File: src/rtl/fastlock_pkg.sv
package fastlock_pkg;
   localparam int NUM_STAGES = 2;
   localparam int STG_PAIR   = 0;
   localparam int STG_THIRD  = 1;

   typedef enum logic {
      CNT_UP   = 1'b0,
      CNT_DOWN = 1'b1
   } cnt_style_t;
endpackage

File: src/rtl/fl_stage_timer.sv
module fl_stage_timer
   import fastlock_pkg::*;
#(
   parameter int         TMR_W = 11,
   parameter cnt_style_t STYLE = CNT_UP
) (
   input  logic             clk,
   input  logic             rst_n,
   input  logic             start,
   input  logic             tick,
   input  logic [TMR_W-1:0] timeout,
   output logic             closed_o,
   output logic             expired_o
);
   logic             armed;
   logic             done;
   logic [TMR_W-1:0] cnt;

   generate
      if (STYLE == CNT_DOWN) begin : g_down
         always_ff @(posedge clk or negedge rst_n) begin
            if (!rst_n) begin
               armed <= 1'b0;
               done  <= 1'b0;
               cnt   <= '0;
            end else if (start) begin
               armed <= 1'b1;
               done  <= 1'b0;
               cnt   <= timeout;
            end else if (tick && armed) begin
               if (cnt == '0) begin
                  armed <= 1'b0;
                  done  <= 1'b1;
               end else begin
                  cnt <= cnt - 1'b1;
               end
            end
         end
      end else begin : g_up
         logic [TMR_W-1:0] limit;
         always_ff @(posedge clk or negedge rst_n) begin
            if (!rst_n) begin
               armed <= 1'b0;
               done  <= 1'b0;
               cnt   <= '0;
               limit <= '0;
            end else if (start) begin
               armed <= 1'b1;
               done  <= 1'b0;
               cnt   <= '0;
               limit <= timeout;
            end else if (tick && armed) begin
               if (cnt == limit) begin
                  armed <= 1'b0;
                  done  <= 1'b1;
               end else begin
                  cnt <= cnt + 1'b1;
               end
            end
         end
      end
   endgenerate

   assign closed_o  = armed;
   assign expired_o = done;
endmodule

File: src/rtl/fastlock_seq.sv
module fastlock_seq
   import fastlock_pkg::*;
#(
   parameter int         TMR_W     = 11,
   parameter int         CP_W      = 4,
   parameter int         CP_WIDE   = 8,
   parameter int         CP_NARROW = 1,
   parameter cnt_style_t STYLE     = CNT_UP
) (
   input  logic             clk,
   input  logic             rst_n,
   input  logic             pfd_en,
   input  logic             load,
   input  logic [TMR_W-1:0] pair_timeout,
   input  logic [TMR_W-1:0] third_timeout,
   output logic [CP_W-1:0]  cp_sel,
   output logic             sw_pair_closed,
   output logic             sw_third_closed,
   output logic             settled
);
   localparam logic [CP_W-1:0] WIDE_CODE   = CP_W'(CP_WIDE);
   localparam logic [CP_W-1:0] NARROW_CODE = CP_W'(CP_NARROW);

   generate
      if (TMR_W < 1) begin : g_bad_tmr
         $error("fastlock_seq: TMR_W must be at least 1");
      end
      if (CP_WIDE <= CP_NARROW) begin : g_bad_cp_order
         $error("fastlock_seq: boosted code must exceed narrow code");
      end
      if (CP_WIDE >= (1 << CP_W) || CP_NARROW < 0) begin : g_bad_cp_range
         $error("fastlock_seq: charge-pump codes do not fit CP_W");
      end
   endgenerate

   logic [TMR_W-1:0] stage_to      [NUM_STAGES];
   logic             stage_closed  [NUM_STAGES];
   logic             stage_expired [NUM_STAGES];

   assign stage_to[STG_PAIR]  = pair_timeout;
   assign stage_to[STG_THIRD] = third_timeout;

   generate
      for (genvar s = 0; s < NUM_STAGES; s++) begin : g_stage
         fl_stage_timer #(
            .TMR_W (TMR_W),
            .STYLE (STYLE)
         ) u_timer (
            .clk       (clk),
            .rst_n     (rst_n),
            .start     (load),
            .tick      (pfd_en),
            .timeout   (stage_to[s]),
            .closed_o  (stage_closed[s]),
            .expired_o (stage_expired[s])
         );
      end
   endgenerate

   assign sw_pair_closed  = stage_closed[STG_PAIR];
   assign sw_third_closed = stage_closed[STG_THIRD];
   assign cp_sel          = stage_closed[STG_PAIR] ? WIDE_CODE : NARROW_CODE;
   assign settled         = stage_expired[STG_PAIR] & stage_expired[STG_THIRD];
endmodule

File: config.mk
export PLATFORM = sky130hd
export DESIGN_NAME = fastlock_seq
export DESIGN_NICKNAME = d
export VERILOG_FILES = /design/src/rtl/fastlock_pkg.sv /design/src/rtl/fl_stage_timer.sv /design/src/rtl/fastlock_seq.sv
export SDC_FILE = /design/constraint.sdc
export NUM_CORES = 1
export LEC_CHECK = 0
export ABC_AREA = 1
export BUFFER_PORTS_ARGS = -buffer_cell sky130_fd_sc_hd__buf_2
export CORE_MARGIN = 2
export CORE_UTILIZATION = 45
export CTS_CLUSTER_SIZE = 16
export DETAILED_ROUTE_END_ITERATION = 16
export PLACE_DENSITY = 0.73
export SYNTH_ARGS = -nofsm -noshare
export SYNTH_HDL_FRONTEND = slang
export SYNTH_SLANG_ARGS = --single-unit
File: constraint.sdc
create_clock -name clk -period 1.8 [get_ports clk]
set_input_delay 0.36 -clock clk [delete_from_list [all_inputs] [get_ports clk]]
set_output_delay 0.36 -clock clk [all_outputs]
set_load 0.005 [all_outputs]
==> summary.txt, run 1 <==
Worst setup path
  • WP data required: 2.05 ns
  • Critical path capture point type: flip-flop
  • R2R depth: 7
  • Worst R2R End: g_stage[1].u_timer.cnt[8]
  • Worst reg2reg startpoint: g_stage[1].u_timer.cnt[0]
  • Critical-path maximum fanout: 8
  • WP data arrival: 1.86 ns
  • Startpoint Class: flip-flop
  • WS Path Type: reg -> reg
  • R2R Setup Slk: 0.19 ns

Timing
  • Setup TNS: 0 ns
  • Hold slack: 0.03065 ns
  • RSZ-0062 raised after global routing: false
  • Clock skew: 0.008322 ns
  • Tcrit/Tclk final: 0.8959
  • Final Setup Violations: 0
  • Final Hold Fails: 0
  • Minimum clock period: 1.613 ns
  • Max frequency: 620.1 MHz
  • Pins Over Slew Limit: 0

Floorplan
  • Core area: 0.006794 sq mm
  • Die Ht: 87.69 um
  • Chip Width: 87.69 um
  • DIE AREA: 0.007690 sq mm
  • FP Rows: 30
  • Initial Utilization: 0.4639
  • IO Count: 33

Synthesis
  • Avg Cell Area, Syn: 7.296 sq um
  • Post-Syn Instances: 432
  • Post-Syn Area: 0.003152 sq mm
  • Post-synthesis sequential area ratio: 0.3811
  • Yosys reg bits: 48
  • Ys Warns: 0
  • Count of different cell masters after synthesis: 29

GRT
  • Tot GR Track Use: 0.1926
  • First-pass GRT wire length: 11,830 um
  • Vias in the first global route: 2,710
  • GRT overflow: 0
  • Largest net degree at the start of global routing: 49
  • Antenna violations before repair: 0

Clock network
  • Sink Count: 48
  • CTS Hold Buffers Added: 0
  • Root buf cell: clkbuf_8
  • Num CTS Buffers: 5
  • Skew-Pair Late Insertion Delay: 0.30 ns
  • CTS tree: yes
  • Post_cts resized: 0
  • Worst-path clk slew: 0.09 ns
  • CTS H-tree depth: 2
  • Postcts setup bufs: 0
  • Clock buffer depth: 2

Route
  • DRT antenna net count: 0
  • DR iter-0 viols: 92
  • Via count: 2,705
  • Drt via density: 4.900
  • Total wire length: 6742 um
  • Initial DRT Pass Iterations: 4
  • Detailed-route DRC error count: 0
  • Mean routed wirelength per cell: 12.21 um

Power and ir drop
  • Lkg Pwr: 0.001719 uW
  • Power per cell area: 642.0 mW/mm^2
  • Final Total Pwr: 2194 uW
  • Maximum vdd ir drop: 0.0004919 V

Final layout
  • Post-route cell area: 0.003417 sq mm
  • Area growth syn-to-layout: 8.416%
  • Layout cell share with drive strength beyond 1: 0.1798
  • # diodes: 0
  • Filler cells: 665
  • Final nets: 483
  • Final Core Density: 0.5029

Place
  • Area post-placement: 0.003327 sq mm
  • Post-DP HPWL: 4831 um
  • PortBufs: 30
  • Placer Congestion: 0.9249

Run status
  • Status: finished clean

Run
  • Max_cap viols: 0

Hold path
  • Hold WC Path Type: in -> async
## cell type report
cell class	count	area, sq um	share of cell area
clock buffer	8	90.09	0.02636
inverter	41	153.9	0.04504
multi-input combinational	324	1639	0.4797
sequential	48	1201	0.3515
tap	96	120.1	0.03515
timing repair buffer	35	212.7	0.06225
## worst max-delay path, cell delays in order (launching register included)
cell and delay (ns):
dfrtp_1 0.50, ha_1 0.33, nand4_1 0.21, o21ai_0 0.20, nand2_1 0.06, nor2_1 0.09
nand3_1 0.09, nand2_1 0.08
## worst max path at each step
stage	startpoint	endpoint	slack, ns	depth (start not counted)
floorplan	g_stage[1].u_timer.cnt[0]	g_stage[1].u_timer.cnt[8]	0.47	7
global placement	g_stage[1].u_timer.cnt[0]	g_stage[1].u_timer.cnt[8]	0.25	7
detailed placement	g_stage[1].u_timer.cnt[0]	g_stage[1].u_timer.cnt[8]	0.22	7
CTS	g_stage[1].u_timer.cnt[0]	g_stage[1].u_timer.cnt[8]	0.20	7
global route	g_stage[1].u_timer.cnt[0]	g_stage[1].u_timer.cnt[8]	0.01	7
finish	g_stage[1].u_timer.cnt[0]	g_stage[1].u_timer.cnt[8]	0.19	7
## synthesized netlist by cell type
cell,instances,area [sq um]
o21ai_0,15,75.07
nor2_2,5,31.28
buf_4,5,37.54
buf_8,1,15.01
clkbuf_1,4,15.01
nand2_4,2,22.52
inv_1,36,135.1
xnor2_1,7,61.31
dfrtp_1,48,1201
buf_6,5,56.30
a21oi_1,5,25.02
buf_1,2,7.510
nor3_1,2,10.01
nand4_1,13,81.33
nand2_2,1,6.260
nor2_4,2,22.52
nand3_2,22,220.2
nor2_1,25,93.84
conb_1,1,3.750
nand3b_1,1,7.510
nand3_4,1,17.52
buf_2,2,10.01
ha_1,2,25.02
buf_12,1,20.02
xnor2_2,3,48.80
nand3_1,30,150.1
nand2_1,179,671.9
inv_2,5,18.77
xor2_1,7,61.31
## flip-flops by register name, summed over array words and instances (netlist names)
register                    cells
g_stage.u_timer.closed_o        2
g_stage.u_timer.cnt            22
g_stage.u_timer.g_up.limit     22
g_stage.u_timer.expired_o       2
## stage by stage
stage               worst slack (ns)  std cells
detailed placement            0.2180        544
global placement              0.2524        544
global route                 0.01360        552
floorplan                     0.4674        433
CTS                           0.1955        552
finish                        0.1873        552
## kinds of logic (layout without fill, tap and decap cells)
group | after synthesis | in the layout | synth area share
other | 1 | 2 | 0.001190
xor gates and xnor gates | 17 | 17 | 0.05439
buffers and inverters | 61 | 84 | 0.1000
DFF | 48 | 48 | 0.3811
AOI/OAI and AO/OA | 20 | 20 | 0.03176
and+or+nand+nor | 283 | 283 | 0.4236
adders and majority gates | 2 | 2 | 0.007938
## power by group
group | internal [uW] | switching, uW | leakage, uW
logic | 124 | 211 | 0.00106
clock network | 314 | 364 | 0.0000455
registers | 1130 | 51.1 | 0.000618
total | 1570 | 626 | 0.00172
## per-layer routing
layer / share of wire / track usage / vias up / routed length [um]
li1: - / - / 1394 / -
met1: 0.43 / 0.2277 / 1256 / 2901
met2: 0.52 / 0.3464 / 39 / 3516
met3: 0.028 / 0.03205 / 16 / 186
met4: 0.020 / 0.07692 / 0 / 138
met5: 0 / 0 / - / 0
## layout by cell type, fill, tap and decap left out, drive strengths merged
master and n:
nor3 2, nand2 182, o21ai 15, nand3b 1, nor2 32, ha 2
nand3 53, buf 35, nand4 13, clkbuf 8, xor2 7, a21oi 5
inv 41, dfrtp 48, xnor2 10, conb 2
Note: power is estimated with default switching activity, not from simulation.
==> run 2: changes to the inputs <==
--- a/config.mk
+++ b/config.mk
@@ -12,6 +12,7 @@
 export CTS_CLUSTER_SIZE = 16
 export DETAILED_ROUTE_END_ITERATION = 16
 export PLACE_DENSITY = 0.73
+export REMOVE_ABC_BUFFERS = 1
 export SYNTH_ARGS = -nofsm -noshare
 export SYNTH_HDL_FRONTEND = slang
 export SYNTH_SLANG_ARGS = --single-unit
==> summary.txt, run 2 (synthesis results as in run 1) <==
Timing
  • Least-Margin Pin Slew: 0.5037 ns
  • Final Setup Violations: 0
  • Final Hold Fails: 0
  • Minimum clock period: 1.610 ns
  • Max frequency: 621.0 MHz
  • Hold slack: 0.2434 ns
  • Pins Over Slew Limit: 0
  • Tcrit/Tclk final: 0.8946
  • Setup TNS: 0 ns
  • Relative slew margins: 0.6642
  • Clock skew: 0.006054 ns
  • RSZ-0062 raised after global routing: false

Final layout
  • Area of the multi-input gates: 0.001642 sq mm
  • Filler cells: 662
  • Layout cell share with drive strength beyond 1: 0.1895
  • Area growth syn-to-layout: 9.488%
  • Final Core Density: 0.5079
  • Most frequent cells in the layout: nand2_1 (179), dfrtp_1 (47), inv_1 (36), nand3_1 (30), buf_2 (30)
  • Most common cell after layout, fill and taps aside: nand2_1
  • # diodes: 0
  • Post-route cell area: 0.003451 sq mm
  • Biggest regs: g_stage.u_timer.cnt: 22 flops, g_stage.u_timer.g_up.limit: 22 flops
  • Register area: 0.001202 sq mm
  • Final nets: 486

Worst setup path
  • R2R depth: 7
  • WP data required: 2.05 ns
  • Worst R2R End: g_stage[1].u_timer.cnt[8]
  • Worst reg2reg startpoint: g_stage[1].u_timer.cnt[1]
  • Critical-path maximum fanout: 6
  • R2R Setup Slk: 0.19 ns
  • WS Path Type: reg -> reg
  • Startpoint Class: flip-flop
  • Critical path capture point type: flip-flop
  • WP data arrival: 1.86 ns

Clock network
  • CTS H-tree depth: 2
  • Sink Count: 48
  • CTS tree: yes
  • Worst-path clk slew: 0.10 ns
  • Skew-Pair Late Insertion Delay: 0.31 ns
  • Root buf cell: clkbuf_8
  • Clock buffer depth: 2
  • Num CTS Buffers: 5

Hold path
  • WHS Endpoint: g_stage[0].u_timer.g_up.limit[1]
  • Hold WC Path Type: in -> reg
  • Hold Crit Start: pair_timeout[1]
  • WHS Path Cells: 3

Run status
  • Status: finished clean

Route
  • Initial DRT Pass Iterations: 4
  • DR iter-0 viols: 151
  • Drt via density: 4.959
  • Via count: 2,752
  • Total wire length: 6876 um
  • DRT antenna net count: 0
  • Detailed-route DRC error count: 0
  • Mean routed wirelength per cell: 12.39 um

Floorplan
  • Chip Width: 87.69 um
  • FP Rows: 30
  • Initial Utilization: 0.4639
  • Die Ht: 87.69 um
  • Core area: 0.006794 sq mm
  • DIE AREA: 0.007690 sq mm
  • IO Count: 33

Run
  • Max_cap viols: 0

Place
  • Post-DP HPWL: 4960 um
  • Area post-placement: 0.003329 sq mm
  • Placer Congestion: 0.8890
  • PortBufs: 30

Power and ir drop
  • Power per cell area: 674.1 mW/mm^2
  • Final Total Pwr: 2326 uW
  • Maximum vdd ir drop: 0.0002569 V
  • Lkg Pwr: 0.001734 uW

GRT
  • Antenna violations before repair: 0
  • GRT overflow: 0
  • Tot GR Track Use: 0.1936
  • Vias in the first global route: 2,557
  • First-pass GRT wire length: 11,740 um
  • Largest net degree at the start of global routing: 50
## run 2: cell types whose count changed in the layout (fill, tap and decap cells not counted), sizes merged
| cell | before | now |
|---|---|---|
| bufinv | 0 | 1 |
| clkbuf | 8 | 6 |
| dlygate4sd3 | 0 | 1 |
| buf | 35 | 37 |
| clkinv | 0 | 1 |
## run 2: metal layers
layer / track usage / part of all wire / up-vias
met3: 0.03299 / 0.036 / 12
met4: 0.06294 / 0.015 / 0
met2: 0.3368 / 0.50 / 60
met5: 0 / 0 / -
met1: 0.2447 / 0.45 / 1282
li1: - / - / 1398
## run 2: worst max-delay path by stage
stage | startpoint | end | slack (ns) | cells after the start
3_3_place_gp | g_stage[1].u_timer.cnt[0] | g_stage[1].u_timer.cnt[8] | 0.16 | 7
4_1_cts | g_stage[1].u_timer.cnt[0] | g_stage[1].u_timer.cnt[8] | 0.09 | 7
3_5_place_dp | g_stage[1].u_timer.cnt[0] | g_stage[1].u_timer.cnt[8] | 0.16 | 7
5_1_grt | g_stage[1].u_timer.cnt[1] | g_stage[1].u_timer.cnt[8] | 0.01 | 7
6_report | g_stage[1].u_timer.cnt[1] | g_stage[1].u_timer.cnt[8] | 0.19 | 7
2_1_floorplan | load | g_stage[0].u_timer.cnt[10] | -0.15 | 4
## run 2: stage by stage
step	worst slack, ns	instances
3_3_place_gp	0.1560	546
3_5_place_dp	0.1626	546
5_1_grt	0.01453	555
4_1_cts	0.09197	555
2_1_floorplan	-0.1463	413
6_report	0.1898	555
## run 2: critical path: stages (launching register included)
cell	delay, ns
dfrtp_1	0.49
ha_2	0.32
nand4_1	0.20
o21ai_0	0.20
nand2_1	0.07
nor2_1	0.10
nand3_1	0.09
nand2_1	0.09
## run 2: power breakdown
part           internal, uW  total (uW)  switching, uW  leakage, uW
Clock                   413         808            395    0.0000552
Sequential             1130        1180           51.6     0.000616
Combinational           125         336            211      0.00106
Total                  1670        2330            657      0.00173
## run 2: what timing repair did
item / 4_1_cts / 5_1_grt
hold buffers: 1 / 0
resized for setup: 0 / 2
hold endpoints to repair: 6 / 0
setup endpoints to repair: 0 / 1
setup buffers: 0 / 0
## run 2: layout make-up
class / count / area share
repair buffers: 38 / 0.06526
well taps: 96 / 0.03481
clock inverters: 2 / 0.01015
clock buffers: 6 / 0.02103
flip-flops and latches: 48 / 0.3484
multi-input cells: 324 / 0.4757
inverters: 41 / 0.04460
